[config.mk]
export PLATFORM = sky130hd
export DESIGN_NAME = dac_serial_front
export DESIGN_NICKNAME = d
export VERILOG_FILES = /design/src/rtl/dacfe_pkg.sv /design/src/rtl/dacfe_sync.sv /design/src/rtl/dacfe_shifter.sv /design/src/rtl/dacfe_latch.sv /design/src/rtl/dac_serial_front.sv
export SDC_FILE = /design/constraint.sdc
export NUM_CORES = 1
export LEC_CHECK = 0
export ABC_AREA = 1
export BUFFER_PORTS_ARGS = -buffer_cell sky130_fd_sc_hd__buf_2
export CAP_MARGIN = 20
export CORE_MARGIN = 1.5
export CORE_UTILIZATION = 55
export CTS_CLUSTER_DIAMETER = 50
export DETAILED_ROUTE_END_ITERATION = 10
export GPL_ROUTABILITY_DRIVEN = 0
export HOLD_SLACK_MARGIN = 0.06
export PLACE_DENSITY_LB_ADDON = 0.05
export SETUP_SLACK_MARGIN = 0.4
export SLEW_MARGIN = 10
export SYNTH_ARGS = -nofsm -noshare
export SYNTH_HDL_FRONTEND = slang
export SYNTH_SLANG_ARGS = --single-unit
[constraint.sdc]
create_clock -name clk -period 3.47 [get_ports clk]
set_input_delay 0.347 -clock clk [delete_from_list [all_inputs] [get_ports clk]]
set_output_delay 0.347 -clock clk [all_outputs]
set_load 0.005 [all_outputs]
[src/rtl/dacfe_pkg.sv]
package dacfe_pkg;
    localparam int DATA_W  = 14;
    localparam int SUB_W   = 2;
    localparam int FRAME_W = DATA_W + SUB_W;
    localparam int CNT_W   = $clog2(FRAME_W + 1) + 1;

    typedef logic [DATA_W-1:0] code_t;

    typedef struct packed {
        code_t            data;
        logic [SUB_W-1:0] sub;
        logic             len_ok;
    } frame_t;

    // Lowest-output code: zero for unipolar, most negative two's complement for bipolar
    function automatic code_t floor_code(input logic bipolar);
        code_t c;
        c = '0;
        if (bipolar) c[DATA_W-1] = 1'b1;
        return c;
    endfunction
endpackage

[src/rtl/dacfe_sync.sv]
module dacfe_sync #(
    parameter int             W       = 1,
    parameter int             STAGES  = 2,
    parameter logic [W-1:0]   RST_VAL = '0
) (
    input  logic         clk,
    input  logic         rst,
    input  logic [W-1:0] d,
    output logic [W-1:0] q
);
    logic [W-1:0] stage [STAGES];

    always_ff @(posedge clk) begin
        if (rst) begin
            for (int i = 0; i < STAGES; i++) stage[i] <= RST_VAL;
        end else begin
            stage[0] <= d;
            for (int i = 1; i < STAGES; i++) stage[i] <= stage[i-1];
        end
    end

    assign q = stage[STAGES-1];
endmodule

[src/rtl/dacfe_shifter.sv]
module dacfe_shifter
    import dacfe_pkg::*;
(
    input  logic   clk,
    input  logic   rst,
    input  logic   cs_n,
    input  logic   sclk,
    input  logic   sdi,
    output logic   done_o,
    output frame_t frame_o
);
    logic               cs_q;
    logic               sclk_q;
    logic [FRAME_W-1:0] sreg;
    logic [CNT_W-1:0]   cnt;
    logic               cs_fall, cs_rise, sclk_rise;

    assign cs_fall   = cs_q & ~cs_n;
    assign cs_rise   = ~cs_q & cs_n;
    assign sclk_rise = ~sclk_q & sclk;

    always_ff @(posedge clk) begin
        if (rst) begin
            cs_q    <= 1'b1;
            sclk_q  <= 1'b0;
            sreg    <= '0;
            cnt     <= '0;
            done_o  <= 1'b0;
            frame_o <= '0;
        end else begin
            cs_q   <= cs_n;
            sclk_q <= sclk;
            done_o <= 1'b0;
            if (cs_fall) begin
                cnt  <= '0;
                sreg <= '0;
            end else if (!cs_n && sclk_rise) begin
                sreg <= {sreg[FRAME_W-2:0], sdi};
                if (cnt != '1) cnt <= cnt + 1'b1;
            end
            if (cs_rise) begin
                done_o         <= 1'b1;
                frame_o.data   <= sreg[FRAME_W-1 -: DATA_W];
                frame_o.sub    <= sreg[SUB_W-1:0];
                frame_o.len_ok <= (cnt == CNT_W'(FRAME_W));
            end
        end
    end
endmodule

[src/rtl/dacfe_latch.sv]
module dacfe_latch
    import dacfe_pkg::*;
(
    input  logic   clk,
    input  logic   rst,
    input  logic   done,
    input  frame_t frame,
    input  logic   cs_n,
    input  logic   load_n,
    input  logic   four_wire,
    input  logic   bipolar,
    output code_t  code_o,
    output logic   update_o,
    output logic   frame_err_o,
    output logic   warn_o
);
    logic  load_q;
    logic  load_fall;
    logic  pend_valid;
    code_t pend_data;
    logic  take;
    code_t take_val;

    assign load_fall = load_q & ~load_n;

    always_comb begin
        take     = 1'b0;
        take_val = code_o;
        if (done && frame.len_ok && !four_wire) begin
            take     = 1'b1;
            take_val = frame.data;
        end else if (four_wire && load_fall && cs_n && pend_valid) begin
            take     = 1'b1;
            take_val = pend_data;
        end
    end

    always_ff @(posedge clk) begin
        if (rst) begin
            code_o      <= floor_code(bipolar);
            update_o    <= 1'b0;
            frame_err_o <= 1'b0;
            warn_o      <= 1'b0;
            pend_valid  <= 1'b0;
            pend_data   <= '0;
            load_q      <= 1'b1;
        end else begin
            load_q   <= load_n;
            update_o <= take && (take_val != code_o);
            if (take) code_o <= take_val;
            if (done) begin
                frame_err_o <= !frame.len_ok;
                if (frame.len_ok && (|frame.sub)) warn_o <= 1'b1;
                pend_valid <= four_wire && frame.len_ok;
                pend_data  <= frame.data;
            end else if (take) begin
                pend_valid <= 1'b0;
            end
        end
    end
endmodule

[src/rtl/dac_serial_front.sv]
module dac_serial_front
    import dacfe_pkg::*;
(
    input  logic              clk,
    input  logic              rst,
    input  logic              cs_n_i,
    input  logic              sclk_i,
    input  logic              sdi_i,
    input  logic              load_n_i,
    input  logic              four_wire_i,
    input  logic              bipolar_i,
    output logic [DATA_W-1:0] code_o,
    output logic              update_o,
    output logic              frame_err_o,
    output logic              subbit_warn_o
);
    logic [3:0] pins_s;
    logic       done;
    frame_t     frame;

    dacfe_sync #(.W(4), .STAGES(2), .RST_VAL(4'b1001)) u_sync (
        .clk (clk),
        .rst (rst),
        .d   ({cs_n_i, sclk_i, sdi_i, load_n_i}),
        .q   (pins_s)
    );

    dacfe_shifter u_shift (
        .clk     (clk),
        .rst     (rst),
        .cs_n    (pins_s[3]),
        .sclk    (pins_s[2]),
        .sdi     (pins_s[1]),
        .done_o  (done),
        .frame_o (frame)
    );

    dacfe_latch u_latch (
        .clk         (clk),
        .rst         (rst),
        .done        (done),
        .frame       (frame),
        .cs_n        (pins_s[3]),
        .load_n      (pins_s[0]),
        .four_wire   (four_wire_i),
        .bipolar     (bipolar_i),
        .code_o      (code_o),
        .update_o    (update_o),
        .frame_err_o (frame_err_o),
        .warn_o      (subbit_warn_o)
    );
endmodule

# Word-level counts from Yosys, hierarchy flattened
# Memories as Yosys holds them, arrays and structs flattened.
# Cells that the tools add are included.
dict set report totals {
  elab_cells 64
  out_inout_bits 17
  in_bits 8
  romBits 0
  latchBits 0
  memories 1
  ramBits 8
  register_bits 75
}
dict set report classes {
  bitwise_logic 10
  shifts 0
  eq_ne 3
  add_sub_neg 1
  mux 15
  mul 0
  n_reduce_logical 18
  div 0
  n_lt_le_gt_ge 0
}
# memory words word_bits read_ports rd_ports_with_merged_regs wr line
set mem_list {}
lappend mem_list {u_sync.stage 2 4 2 0 2 dacfe_sync.sv:11} ;# logic [W-1:0] stage [STAGES];
# cell n
set op_table {}
lappend op_table {{2-to-1 mux 14 bit} 4}
lappend op_table {{!= test 14 bit} 1}
lappend op_table {{logical AND 1 bit} 9}
lappend op_table {{2-to-1 mux 1 bit} 9}
lappend op_table {{2-to-1 mux 4 bit} 2}
lappend op_table {{adder 6 x 1 -> 6 bit (second input constant)} 1}
lappend op_table {{equality test 6 x 5 -> 1 bit (second input constant)} 1}
lappend op_table {{!= test 6 bit (second input constant)} 1}
lappend op_table {{AND 1 bit} 4}
lappend op_table {{inverter 1 bit} 4}
lappend op_table {{AND reduction 2 bit} 2}
lappend op_table {{nonzero test 2 bit} 2}
lappend op_table {{OR reduction 2 bit} 2}
lappend op_table {{logical NOT 1 bit} 3}
lappend op_table {{OR 1 bit} 2}

# Logic depth before layout (Yosys ltp)
dict set report logic_depth {
  ltp_word 9
  depth_mapped 13
  mapped_depth_nobuf 13
}

# Hierarchy
# Synthesis repeated with hierarchy kept, for this count alone.
dict set report unflattened {
  hier_cells 525
  area_unflattened_um2 3764.9
}
# mod instances seq_area_each_um2 cells_per_inst area_each_um2
set modules_own_cells {}
lappend modules_own_cells {dacfe_latch 1 670.6 290 1879.3}
lappend modules_own_cells {dacfe_shifter 1 840.8 206 1631.6}
lappend modules_own_cells {dacfe_sync 1 160.2 29 254.0}

# Worst setup path after synthesis
# No wires, ideal clock.
dict set report synth_timing {
  path_type {flip-flop to flip-flop}
  startpoint {memory u_sync.stage[1][0] (netlist: u_sync.stage[0][4])}
  endpoint {register u_latch.update_o}
  path_stages_with_launch 14
  period_less_slack_ns 1.453
  slack_ns 2.017
  n_path_buf 1
  required_time_ns 3.342
  arrival_ns 1.326
  setup_time_ns 0.128
  path_cell_list {dfxtp_1 inv_1 nand2_1 nor2_8 buf_12 nand2_4 nand2_2 nand2_1 nand3_1 nand2_1 nor2_1 nand3_1 nor2_1 nor2_1}
}
# item line
set synth_lines {}
lappend synth_lines {{start: declaration} dacfe_sync.sv:11}
lappend synth_lines {{end signal: assignment} dacfe_latch.sv:49} ;# update_o <= take && (take_val != code_o);
lappend synth_lines {{end: declaration} dacfe_latch.sv:13} ;# output logic update_o,

# Worst setup path in the final report
dict set report layout_timing {
  startpoint {register u_shift.done_o}
  endpoint {register u_latch.update_o}
}
dict set report layout_via {
  elab_chain_cells 5
  word_cells_on_any_way 6
  cone_classes {eq/ne (1); mux (2); reduce/logical (3)}
}
# item line
set layout_rtl {}
lappend layout_rtl {{start: declaration} dacfe_shifter.sv:9} ;# output logic done_o,
lappend layout_rtl {{start signal: assignment} dacfe_shifter.sv:28} ;# done_o <= 1'b0;
lappend layout_rtl {{start signal: assignment} dacfe_shifter.sv:33} ;# done_o <= 1'b0;
lappend layout_rtl {{start signal: assignment} dacfe_shifter.sv:42} ;# done_o <= 1'b1;
lappend layout_rtl {{logical AND 1 bit * (2 in a row)} dacfe_latch.sv:29} ;# if (done && frame.len_ok && !four_wire) begin
lappend layout_rtl {{2-to-1 mux 14 bit} dacfe_latch.sv:29}
lappend layout_rtl {{!= test 14 bit} dacfe_latch.sv:49}
lappend layout_rtl {{logical AND 1 bit *} dacfe_latch.sv:49}
# Mark *: on every way between the ends. The rest lies on a longest branch, timed or not.
# A chain may end at the register's enable or synchronous reset.

==> results.py <==
metrics = {
    "finish": {
        "area_growth_pct": 10.1,
        "num_antenna_cells": 0,
        "layout-drive-gt1-share": 0.133,
        "layout.nets": 523,
    },
    "sta": {
        "rsz0062_at_grt": "no",
        "setup_viol": 0,
        "worst_pin_slew_ns": 0.876,
        "setup_tns_ns": 0,
        "finClkSkew_ns": 0.00619,
        "worst_slack_ns": 1.04,
        "relSlewSlack": 0.415,
        "finalMaxSlewViolations": 0,
        "min_period_ns": 2.43,
        "fin_crit_sh": 0.699,
        "fmax_mhz": 412,
        "hold_violations": 0,
    },
    "place": {
        "dp_slack_ns": 1.06,
        "port_buffers": 24,
        "dp.final_hpwl_um": 5130,
    },
    "status": {
        "status": "complete, no violations",
    },
    "yosys": {
        "synth-edff-count": 1,
        "synth.distinct_cells": 32,
        "synthArstFlopShare": 0,
        "synth_seq_area_share": 0.465,
        "yosys_warnings": 0,
        "syn-cell-area_um2": 3590,
        "synth-seq-cells": 83,
        "syn_nets": 504,
        "synthCells": 494,
        "synth_ff_type": "dfxtp_1",
        "avgSynthCellArea_um2": 7.28,
    },
    "critical_path": {
        "worstReg2RegStart": "u_shift.done_o",
        "path_buf_inv": 2,
        "required_ns": 3.69,
        "path_class": "reg -> reg",
        "cpMaxStageDelayCell": "dfxtp_1",
        "end_kind": "register",
        "crit_path_max_incr_delay_ns": 0.75,
        "worstPathMaxFanout": 24,
        "r2r_slack_ns": 1.04,
        "cp_top_family": "simple AND/OR/NAND/NOR gates",
        "rr_endpoint": "u_latch.update_o",
        "critPathLaunchType": "register",
        "cp_cell_sequence": "nand2_1, nor2_2, buf_4, inv_2, or2_1, nand3b_1, nand2_1, nor2_1, nand3_1, nor2_1, nor2_1",
        "arrival_ns": 2.65,
        "rr_worst_depth": 11,
        "crit_path_frequent_cell": "nor2_1",
    },
    "cts": {
        "cts_buffers": 9,
        "cts_resized": 0,
        "cts_hold_buf": 0,
        "clockBufferDepth": 2,
        "cts_tree": "done",
        "clk_pin_slew_worst_paths_ns": 0.08,
        "htreeDepth": 3,
        "cts_setup_buffers": 0,
        "worst_skew_pair.late_latency_ns": 0.35,
        "root_buffer": "clkbuf_8",
        "clock-sinks": 83,
    },
    "routing": {
        "viasPerCell": 5.17,
        "antenna_left": 0,
        "drt_iter0_markers": 203,
        "drc": 0,
        "wire_per_inst_um": 12.5,
        "drtPass1Iterations": 4,
        "finalWirelength_um": 7420,
        "vias": 3076,
    },
    "flow_run": {
        "cap_viol_max_count": 0,
    },
    "power_and_ir_drop": {
        "power.net_switching_uw": 402,
        "vdd_drop_max_mv": 0.259,
        "seqPwrFrac": 0.548,
        "clkPwrFrac": 0.417,
        "internal_power_uw": 1390,
        "power.leakage_uw": 0.00175,
        "power.density_nw_per_um2": 454,
        "sw_frac_of_total": 0.224,
        "combPwrFrac": 0.035,
    },
    "grt": {
        "grt_pass1_vias": 2866,
        "grt.total_usage": 0.229,
        "grt_max_degree": 36,
        "grt_overflow": 0,
        "grt_pass1_wl_um": 13100,
        "antenna_found_initial": 0,
    },
    "die": {
        "die_w_um": 83.8,
        "initial_core_util": 0.566,
        "die_h_um": 83.8,
        "pin_count": 25,
        "core_area_um2": 6350,
        "dieArea_um2": 7030,
        "num_rows": 29,
    },
    "worst_hold_path": {
        "min_from": "cs_n_i",
        "hold_path_depth": 2,
        "hp-class": "in -> reg",
        "min_to": "u_sync.stage[0][3]",
    },
}
cell usage after synthesis, types with 3 or more instances:
cell type / count / area, um^2
a21oi_1: 59 / 295
nor2_1: 31 / 116
inv_1: 71 / 267
o21ai_0: 47 / 235
nand3_2: 5 / 50.1
nor3_1: 4 / 20.0
o21ai_1: 3 / 15.0
inv_2: 3 / 11.3
nand2_1: 98 / 368
clkbuf_1: 14 / 52.6
dfxtp_1: 82 / 1640
or2_2: 4 / 25.0
buf_2: 3 / 15.0
nand3_1: 42 / 210
nand2_2: 7 / 43.8
cells in the final DEF (no fill, tap or decap), drive strengths merged, types with 2 or more instances in the layout:
| master | n |
|---|---|
| or2 | 5 |
| nand3 | 47 |
| nor2 | 35 |
| dfxtp | 82 |
| inv | 75 |
| clkbuf | 12 |
| nor3 | 4 |
| ha | 2 |
| o21ai | 50 |
| nand2 | 107 |
| buf | 28 |
| a21oi | 59 |
how the worst max path moves through the flow:
stage                       startpoint          endpoint  slack (ns)  cells after the start
floorplan           u_sync.stage[0][4]  u_latch.update_o        2.02                     13
global placement        u_shift.done_o  u_latch.update_o        1.16                     11
detailed placement      u_shift.done_o  u_latch.update_o        1.06                     11
CTS                     u_shift.done_o  u_latch.update_o        1.06                     11
global route            u_shift.done_o  u_latch.update_o        0.79                     11
finish                  u_shift.done_o  u_latch.update_o        1.04                     11
worst register-to-register path, cell delays in order (launching register included):
cell	delay [ns]
dfxtp_1	0.75
nand2_1	0.17
nor2_2	0.11
buf_4	0.24
inv_2	0.23
or2_1	0.29
nand3b_1	0.09
nand2_1	0.07
nor2_1	0.13
nand3_1	0.08
nor2_1	0.10
nor2_1	0.04
metal layers:
layer,part of all wire,track usage
met5,0,0
met4,0.028,0.128
met3,0.036,0.0356
met2,0.44,0.331
met1,0.50,0.326
cell families (layout without fill, tap and decap cells):
group | Yosys count | count (layout) | synth area share
buf+inv | 94 | 118 | 0.108
compound gates | 112 | 112 | 0.158
xor+xnor | 1 | 1 | 0.00244
simple gates | 202 | 202 | 0.260
flops | 83 | 83 | 0.465
fa+ha+maj | 2 | 2 | 0.00696
sequential cells by signal (all words and copies together), names as in the netlist:
| signal | cells |
|---|---|
| u_latch.code_o | 14 |
| u_latch.frame_err_o | 1 |
| u_latch.load_q | 1 |
| u_latch.pend_data | 14 |
| u_latch.pend_valid | 1 |
| u_latch.update_o | 1 |
| u_latch.warn_o | 1 |
| u_shift.cnt | 6 |
| u_shift.cs_q | 1 |
| u_shift.done_o | 1 |
| u_shift.frame_o | 17 |
| u_shift.sclk_q | 1 |
| u_shift.sreg | 16 |
| u_sync.stage | 8 |
cell type report:
type	instances	area [um^2]
fillers	624	2390
flip-flops and latches	83	1670
multi-input cells	317	1540
inverters	74	278
clock buffers	12	166
repair buffers	28	150
well taps	77	96.3
clock inverters	4	55.1
power by group through the flow:
| stage | sequential (uW) | clock [uW] | combinational [uW] |
|---|---|---|---|
| after floorplan | 1000 | 0 | 45.2 |
| after global placement | 1010 | 0 | 61.6 |
| after detailed placement | 1010 | 0 | 62.6 |
| after CTS | 984 | 773 | 63.1 |
| after global routing | 987 | 808 | 71.8 |
| final | 984 | 749 | 62.3 |
per-stage QoR:
step,hold WS (ns),instance area (um^2),utilization,power [uW],cells
global route,0.165,3960,0.623,1870,595
floorplan,0.388,3590,-,1050,494
global placement,0.391,3740,0.588,1070,579
finish,0.176,3960,0.623,1800,595
detailed placement,0.396,3740,0.588,1070,579
CTS,0.158,3960,0.623,1820,595
(Power assumes the default switching activity.)
